--- src/rtl/i2s_tx_pkg.sv ---
package i2s_tx_pkg;

    localparam int WORD_W = 32;

    typedef enum logic [1:0] {
        FMT_HALF   = 2'd0,
        FMT_WIDE24 = 2'd1,
        FMT_PACK24 = 2'd2,
        FMT_FULL   = 2'd3
    } fmt_e;

    typedef struct packed {
        logic [WORD_W-1:0] left;
        logic [WORD_W-1:0] right;
    } pair_t;

    function automatic logic [5:0] clamp_bits(input logic [5:0] b);
        if (b < 6'd4)       return 6'd4;
        else if (b > 6'd32) return 6'd32;
        else                return b;
    endfunction

    function automatic fmt_e pick_fmt(input logic [5:0] b, input logic pack);
        if (b <= 6'd16)      return FMT_HALF;
        else if (b <= 6'd24) return pack ? FMT_PACK24 : FMT_WIDE24;
        else                 return FMT_FULL;
    endfunction

    function automatic logic [WORD_W-1:0] keep_low(input logic [WORD_W-1:0] v,
                                                   input logic [5:0] b);
        if (b >= 6'd32) return v;
        else            return v & ((32'd1 << b) - 32'd1);
    endfunction

endpackage

--- src/rtl/i2s_tx_fifo.sv ---
module i2s_tx_fifo #(
    parameter int DEPTH = 8,
    parameter int W     = 32,
    localparam int AW   = (DEPTH > 1) ? $clog2(DEPTH) : 1,
    localparam int LW   = $clog2(DEPTH + 1)
) (
    input  logic          clk,
    input  logic          rst,
    input  logic          push,
    input  logic [W-1:0]  din,
    input  logic          pop,
    output logic [W-1:0]  dout,
    output logic [LW-1:0] level,
    output logic          full,
    output logic          empty
);
    logic [W-1:0]  mem [DEPTH];
    logic [AW-1:0] wr_q, rd_q;
    logic          do_push, do_pop;

    assign full    = (level == LW'(DEPTH));
    assign empty   = (level == '0);
    assign do_push = push && !full;
    assign do_pop  = pop && !empty;
    assign dout    = mem[rd_q];

    function automatic logic [AW-1:0] bump(input logic [AW-1:0] p);
        if (p == AW'(DEPTH - 1)) return '0;
        else                     return p + AW'(1);
    endfunction

    always_ff @(posedge clk) begin
        if (do_push) mem[wr_q] <= din;
    end

    always_ff @(posedge clk) begin
        if (rst) begin
            wr_q  <= '0;
            rd_q  <= '0;
            level <= '0;
        end else begin
            if (do_push) wr_q <= bump(wr_q);
            if (do_pop)  rd_q <= bump(rd_q);
            case ({do_push, do_pop})
                2'b10:   level <= level + LW'(1);
                2'b01:   level <= level - LW'(1);
                default: level <= level;
            endcase
        end
    end
endmodule

--- src/rtl/i2s_tx_unpack.sv ---
module i2s_tx_unpack
    import i2s_tx_pkg::*;
(
    input  logic              clk,
    input  logic              rst,
    input  logic              run,
    input  logic [5:0]        bits,
    input  fmt_e              fmt,
    input  logic              mono,
    input  logic              fifo_empty,
    input  logic [WORD_W-1:0] fifo_word,
    input  logic              take,
    input  logic              resync,
    output logic              fifo_pop,
    output logic              pair_valid,
    output pair_t             pair
);
    logic              odd_q;
    logic [WORD_W-1:0] lhold_q;
    logic [7:0]        rlo_q;

    logic              odd_n, valid_n;
    logic [WORD_W-1:0] lhold_n;
    logic [7:0]        rlo_n;
    pair_t             pair_n;

    assign fifo_pop = run && !resync && !pair_valid && !fifo_empty;

    always_comb begin
        odd_n   = odd_q;
        lhold_n = lhold_q;
        rlo_n   = rlo_q;
        valid_n = pair_valid;
        pair_n  = pair;
        if (take) valid_n = 1'b0;
        if (fifo_pop) begin
            if (mono) begin
                pair_n.left  = keep_low(fifo_word, bits);
                pair_n.right = '0;
                valid_n      = 1'b1;
            end else begin
                case (fmt)
                    FMT_HALF: begin
                        pair_n.left  = keep_low({16'b0, fifo_word[15:0]}, bits);
                        pair_n.right = keep_low({16'b0, fifo_word[31:16]}, bits);
                        valid_n      = 1'b1;
                    end
                    FMT_WIDE24: begin
                        if (!odd_q) begin
                            lhold_n = keep_low({8'b0, fifo_word[23:0]}, bits);
                            odd_n   = 1'b1;
                        end else begin
                            pair_n.left  = lhold_q;
                            pair_n.right = keep_low({8'b0, fifo_word[23:0]}, bits);
                            valid_n      = 1'b1;
                            odd_n        = 1'b0;
                        end
                    end
                    FMT_PACK24: begin
                        if (!odd_q) begin
                            lhold_n = keep_low({8'b0, fifo_word[23:0]}, bits);
                            rlo_n   = fifo_word[31:24];
                            odd_n   = 1'b1;
                        end else begin
                            pair_n.left  = lhold_q;
                            pair_n.right = keep_low({8'b0, fifo_word[15:0], rlo_q}, bits);
                            valid_n      = 1'b1;
                            odd_n        = 1'b0;
                        end
                    end
                    default: begin
                        if (!odd_q) begin
                            lhold_n = keep_low(fifo_word, bits);
                            odd_n   = 1'b1;
                        end else begin
                            pair_n.left  = lhold_q;
                            pair_n.right = keep_low(fifo_word, bits);
                            valid_n      = 1'b1;
                            odd_n        = 1'b0;
                        end
                    end
                endcase
            end
        end
    end

    always_ff @(posedge clk) begin
        if (rst || !run || resync) begin
            odd_q      <= 1'b0;
            lhold_q    <= '0;
            rlo_q      <= '0;
            pair_valid <= 1'b0;
            pair       <= '0;
        end else begin
            odd_q      <= odd_n;
            lhold_q    <= lhold_n;
            rlo_q      <= rlo_n;
            pair_valid <= valid_n;
            pair       <= pair_n;
        end
    end
endmodule

--- src/rtl/i2s_tx_serial.sv ---
module i2s_tx_serial
    import i2s_tx_pkg::*;
#(
    parameter int HALF_DIV = 2,
    parameter int CNT_W    = 16,
    localparam int DW      = (HALF_DIV > 1) ? $clog2(HALF_DIV) : 1
) (
    input  logic             clk,
    input  logic             rst,
    input  logic             run,
    input  logic [5:0]       bits,
    input  logic             pair_valid,
    input  pair_t            pair,
    output logic             sck,
    output logic             ws,
    output logic             sd,
    output logic             take,
    output logic             starve,
    output logic [CNT_W-1:0] err_cnt
);
    logic [DW-1:0]     div_q;
    logic [4:0]        k_q;
    logic              first_q;
    logic [WORD_W-1:0] cur_q, rhold_q;
    logic [4:0]        last_k;
    logic              half_done, fall_tick, slot_end, to_left;

    assign last_k    = 5'(bits - 6'd1);
    assign half_done = (div_q == DW'(HALF_DIV - 1));
    assign fall_tick = run && sck && half_done;
    assign slot_end  = fall_tick && (first_q || (k_q == last_k));
    assign to_left   = slot_end && ws;
    assign take      = to_left && pair_valid;
    assign starve    = to_left && !pair_valid;

    always_ff @(posedge clk) begin
        if (rst || !run) begin
            div_q   <= '0;
            sck     <= 1'b0;
            ws      <= 1'b1;
            sd      <= 1'b0;
            k_q     <= '0;
            first_q <= 1'b1;
            cur_q   <= '0;
            rhold_q <= '0;
        end else if (half_done) begin
            div_q <= '0;
            sck   <= ~sck;
            if (slot_end) begin
                first_q <= 1'b0;
                k_q     <= '0;
                ws      <= ~ws;
                sd      <= cur_q[0];
                if (ws) begin
                    cur_q   <= pair_valid ? pair.left  : '0;
                    rhold_q <= pair_valid ? pair.right : '0;
                end else begin
                    cur_q <= rhold_q;
                end
            end else if (fall_tick) begin
                k_q <= k_q + 5'd1;
                sd  <= cur_q[last_k - k_q];
            end
        end else begin
            div_q <= div_q + DW'(1);
        end
    end

    always_ff @(posedge clk) begin
        if (rst)         err_cnt <= '0;
        else if (starve) err_cnt <= err_cnt + CNT_W'(1);
    end
endmodule

--- src/rtl/i2s_tx_unpacker.sv ---
module i2s_tx_unpacker
    import i2s_tx_pkg::*;
#(
    parameter int DEPTH    = 8,
    parameter int HALF_DIV = 2,
    parameter int CNT_W    = 16,
    localparam int LW      = $clog2(DEPTH + 1)
) (
    input  logic             clk,
    input  logic             rst,
    input  logic             en,
    input  logic [5:0]       chan_bits,
    input  logic             pack_mode,
    input  logic             mono_mode,
    input  logic [LW-1:0]    wm_thresh,
    input  logic             in_valid,
    input  logic [31:0]      in_data,
    output logic             in_ready,
    output logic             sck,
    output logic             ws,
    output logic             sd,
    output logic             wm_req,
    output logic [LW-1:0]    fifo_level,
    output logic [CNT_W-1:0] underrun_cnt
);
    logic [5:0]        bits_c;
    fmt_e              fmt;
    logic              f_full, f_empty, f_pop;
    logic [WORD_W-1:0] f_word;
    logic              pv, take, starve;
    pair_t             pair;

    assign bits_c   = clamp_bits(chan_bits);
    assign fmt      = pick_fmt(bits_c, pack_mode);
    assign in_ready = !f_full;
    assign wm_req   = (fifo_level <= wm_thresh);

    i2s_tx_fifo #(.DEPTH(DEPTH), .W(WORD_W)) u_fifo (
        .clk(clk), .rst(rst),
        .push(in_valid), .din(in_data),
        .pop(f_pop), .dout(f_word),
        .level(fifo_level), .full(f_full), .empty(f_empty)
    );

    i2s_tx_unpack u_unpack (
        .clk(clk), .rst(rst), .run(en),
        .bits(bits_c), .fmt(fmt), .mono(mono_mode),
        .fifo_empty(f_empty), .fifo_word(f_word),
        .take(take), .resync(starve),
        .fifo_pop(f_pop), .pair_valid(pv), .pair(pair)
    );

    i2s_tx_serial #(.HALF_DIV(HALF_DIV), .CNT_W(CNT_W)) u_serial (
        .clk(clk), .rst(rst), .run(en), .bits(bits_c),
        .pair_valid(pv), .pair(pair),
        .sck(sck), .ws(ws), .sd(sd),
        .take(take), .starve(starve), .err_cnt(underrun_cnt)
    );
endmodule

--- config.mk ---
export PLATFORM = sky130hd
export DESIGN_NAME = i2s_tx_unpacker
export DESIGN_NICKNAME = d
export VERILOG_FILES = /design/src/rtl/i2s_tx_pkg.sv /design/src/rtl/i2s_tx_fifo.sv /design/src/rtl/i2s_tx_unpack.sv /design/src/rtl/i2s_tx_serial.sv /design/src/rtl/i2s_tx_unpacker.sv
export SDC_FILE = /design/constraint.sdc
export NUM_CORES = 1
export LEC_CHECK = 0
export BUFFER_PORTS_ARGS = -buffer_cell sky130_fd_sc_hd__buf_2
export CAP_MARGIN = 30
export CORE_MARGIN = 2
export CORE_UTILIZATION = 66
export CTS_CLUSTER_SIZE = 10
export DETAILED_ROUTE_END_ITERATION = 12
export MAX_ROUTING_LAYER = met4
export PLACE_DENSITY = 0.84
export SYNTH_ARGS = -nofsm -noshare
export SYNTH_HDL_FRONTEND = slang
export SYNTH_SLANG_ARGS = --single-unit
--- constraint.sdc ---
create_clock -name clk -period 13.4 [get_ports clk]
set_input_delay 1.34 -clock clk [delete_from_list [all_inputs] [get_ports clk]]
set_output_delay 1.34 -clock clk [all_outputs]
set_load 0.01 [all_outputs]
==> flow_summary.json <==
{
  "status": "complete, no violations",
  "synth_common_cells": "edfxtp_1, dfxtp_1, nand2_1",
  "syn_area_um2": 20200,
  "reg2regPathDepth": 12,
  "ys_seq_elements": 465,
  "post_cts_resized": 0,
  "worst_pin_slew_ps": 1090,
  "period_needed_ps": 5640,
  "grt_overflow": 0,
  "path_cells": "buf_2 -> clkinv_1 -> o21a_1 -> nand2_1 -> ha_1 -> ha_1 -> inv_1 -> ha_1 -> and4_1 -> a31oi_4 -> o21ai_4 -> inv_2 -> ha_1 -> xor2_1 -> ha_1 -> a21oi_1 -> xor2_1 -> or3_1 -> a21oi_1",
  "synth.area.top_cells": "edfxtp_1, dfxtp_1, mux4_2",
  "fp.dieW_um": 179,
  "via_per_inst": 6.64,
  "cts.sinks": 465,
  "cp_data_arrival_time_ps": 6130,
  "cp_num_buf_inv": 4,
  "num-nets-final": 1790,
  "hold_buffers": 0,
  "post_cts_buffers": 0,
  "totalPowerFinal_w": 0.00353,
  "dr_total_vias": 14200,
  "hpwl_um": 32000,
  "grt_pass1_vias": 13400,
  "rows": 64,
  "rsz0062_at_grt": "false",
  "h-tree-depth": 2,
  "drc_errors": 0,
  "async_flop_share": 0,
  "numCtsBuffers": 52,
  "core_um2": 30300,
  "place.port_buffers": 72,
  "fin_crit_sh": 0.421,
  "crit_path_end_kind": "flop",
  "yosysTopAreaCellShare": 0.381,
  "finalHoldViolCount": 0,
  "worstSetupStartpointType": "primary input",
  "gp_congestion": 1.02,
  "initial_core_util": 0.665,
  "yosys.area.top_type": "edfxtp_1",
  "r2r_slack_ps": 9630,
  "critPathMaxFanout": 29,
  "hold_depth": 2,
  "fp.dieH_um": 179,
  "hp-class": "flop to flop",
  "crit_slowest_cell": "a31oi_4",
  "fin_skew_ps": 15.2,
  "antenna_found_initial": 5,
  "io_pins": 73,
  "yosysMostFrequentCell": "edfxtp_1",
  "ys.flop_type": "edfxtp_1",
  "finalSetupTns_ps": 0,
  "setup_viol": 0,
  "worst-setup-path-type": "primary input to flop",
  "drive_gt1_frac": 0.162,
  "cp.required_ps": 13890,
  "die-area_um2": 32000,
  "grt_start_max_net_pins": 77,
  "syn_area_per_cell_um2": 12.0,
  "p_leak_nw": 7.22,
  "cpPeakStageDelay_ps": 540,
  "clk_pin_slew_ps": 50,
  "max_cap_violations": 0,
  "yosysWarnings": 0,
  "fmax_ghz": 0.177,
  "synthDistinctLibCells": 84,
  "wl_um": 52000,
  "crit_path_frequent_cell": "ha_1",
  "syn2layout_area_growth_pct": 10.4,
  "ys_seq_area_frac": 0.588,
  "drt_pre_antenna_iters": 6,
  "path_depth": 19,
  "cts_root_buf": "clkbuf_16",
  "power_density_nw_per_um2": 158,
  "syn-instance-count": 1678,
  "antenna_left": 0,
  "tritoncts": "built",
  "syn-num-nets": 1755,
  "slew_headroom": 0.270,
  "slew_viol_final": 0,
  "clock_latency_ps": 570,
  "fill_cells": 1952,
  "wire_per_inst_um": 24.3,
  "grt.total_usage": 0.339,
  "clk_path_buf_depth": 3,
  "worst_ir_drop_vdd_mv": 0.144,
  "drtIter0Drc": 1766,
  "grt_pass1_wl_um": 78900,
  "synth_edf_count": 256,
  "cp_top_family": "adder cells",
  "final_util": 0.734
}
## where the power goes
| part | switching (W) | internal, W | total, W |
|---|---|---|---|
| Clock | 0.000534 | 0.000714 | 0.00125 |
| Combinational | 0.000431 | 0.000252 | 0.000683 |
| Sequential | 0.0000375 | 0.00156 | 0.00160 |
## per-stage QoR
stage               instance area [um2]  hold slack, ps  cells  worst slack, ps
finish                            22300             448   2142             7760
global route                      22300             462   2142             7440
CTS                               22300             451   2136             7920
detailed placement                20800             443   2054             7400
global placement                  20800             435   2053             7470
floorplan                         20200             425   1678             8020
## metal layers
| layer | up-vias | global-route usage | part of all wire |
|---|---|---|---|
| met5 | - | - | 0 |
| met2 | 776 | 0.524 | 0.48 |
| met3 | 121 | 0.0719 | 0.095 |
| li1 | 6400 | - | - |
| met1 | 6930 | 0.454 | 0.40 |
| met4 | 0 | 0.111 | 0.031 |
## tightest hold or removal path: cells and delay by family, from the launching register on
family | cells | cell delay (ps)
AOI/OAI and AO/OA | 1 | 50
DFF | 1 | 300
and+or+nand+nor | 1 | 50
## flip-flops by register name, indices dropped and copies added, names as in the netlist, named ones only
| register | count |
|---|---|
| u_unpack.pair_valid | 1 |
| u_serial.first_q | 1 |
| u_fifo.rd_q | 3 |
| u_serial.k_q | 5 |
| u_unpack.pair | 64 |
| u_unpack.rlo_q | 8 |
| u_fifo.wr_q | 3 |
| u_serial.sd | 1 |
| u_fifo.level | 4 |
| u_fifo.mem | 256 |
| u_serial.ws | 1 |
| u_serial.sck | 1 |
| u_unpack.lhold_q | 32 |
| u_serial.cur_q | 32 |
| u_serial.rhold_q | 32 |
| u_serial.div_q | 1 |
| u_serial.err_cnt | 16 |
| u_unpack.odd_q | 1 |
## cell type report
type | instances | area (um2) | area share
flip-flops and latches | 465 | 11900 | 0.533
multi-input cells | 1074 | 7780 | 0.349
well taps | 396 | 495 | 0.0222
clock inverters | 4 | 50.0 | 0.00225
diodes | 5 | 12.5 | 0.000562
inverters | 24 | 90.1 | 0.00405
repair buffers | 96 | 561 | 0.0252
clock buffers | 78 | 1400 | 0.0628
## final timing paths
path	endpoint	from
max reg2reg	u_fifo.level[2]	u_serial.k_q[0]
min reg2reg	u_serial.rhold_q[4]	u_serial.rhold_q[4]
max	u_fifo.level[2]	chan_bits[5]
min	u_serial.rhold_q[4]	u_serial.rhold_q[4]
## cell families after synthesis
kind of cell / share of synthesized area
AND/OR/NAND/NOR: 0.132
multiplexers: 0.105
XOR/XNOR: 0.0130
other: 0.000186
AO/OA/AOI/OAI: 0.114
adder cells (fa/ha/maj): 0.0184
flip-flops: 0.588
buffers and inverters: 0.0290
## cells in the final DEF, fill, tap and decap left out, drive strengths merged, types with 10 or more instances in the layout
master    n
mux4     72
mux2i    39
nand3    91
o21ai    53
inv      25
xor2     19
a21oi   133
edfxtp  256
nand2b   41
a311oi   33
nor2b    12
nand2   158
and3     10
a211oi   13
nor3     29
a22oi    15
nor2    138
xnor2    11
a32oi    20
ha       28
o31ai    13
dfxtp   209
clkbuf   78
or3      11
mux2     10
o22ai    16
buf      96
nand4    13
No activity file was read; power rests on OpenSTA's default activity.
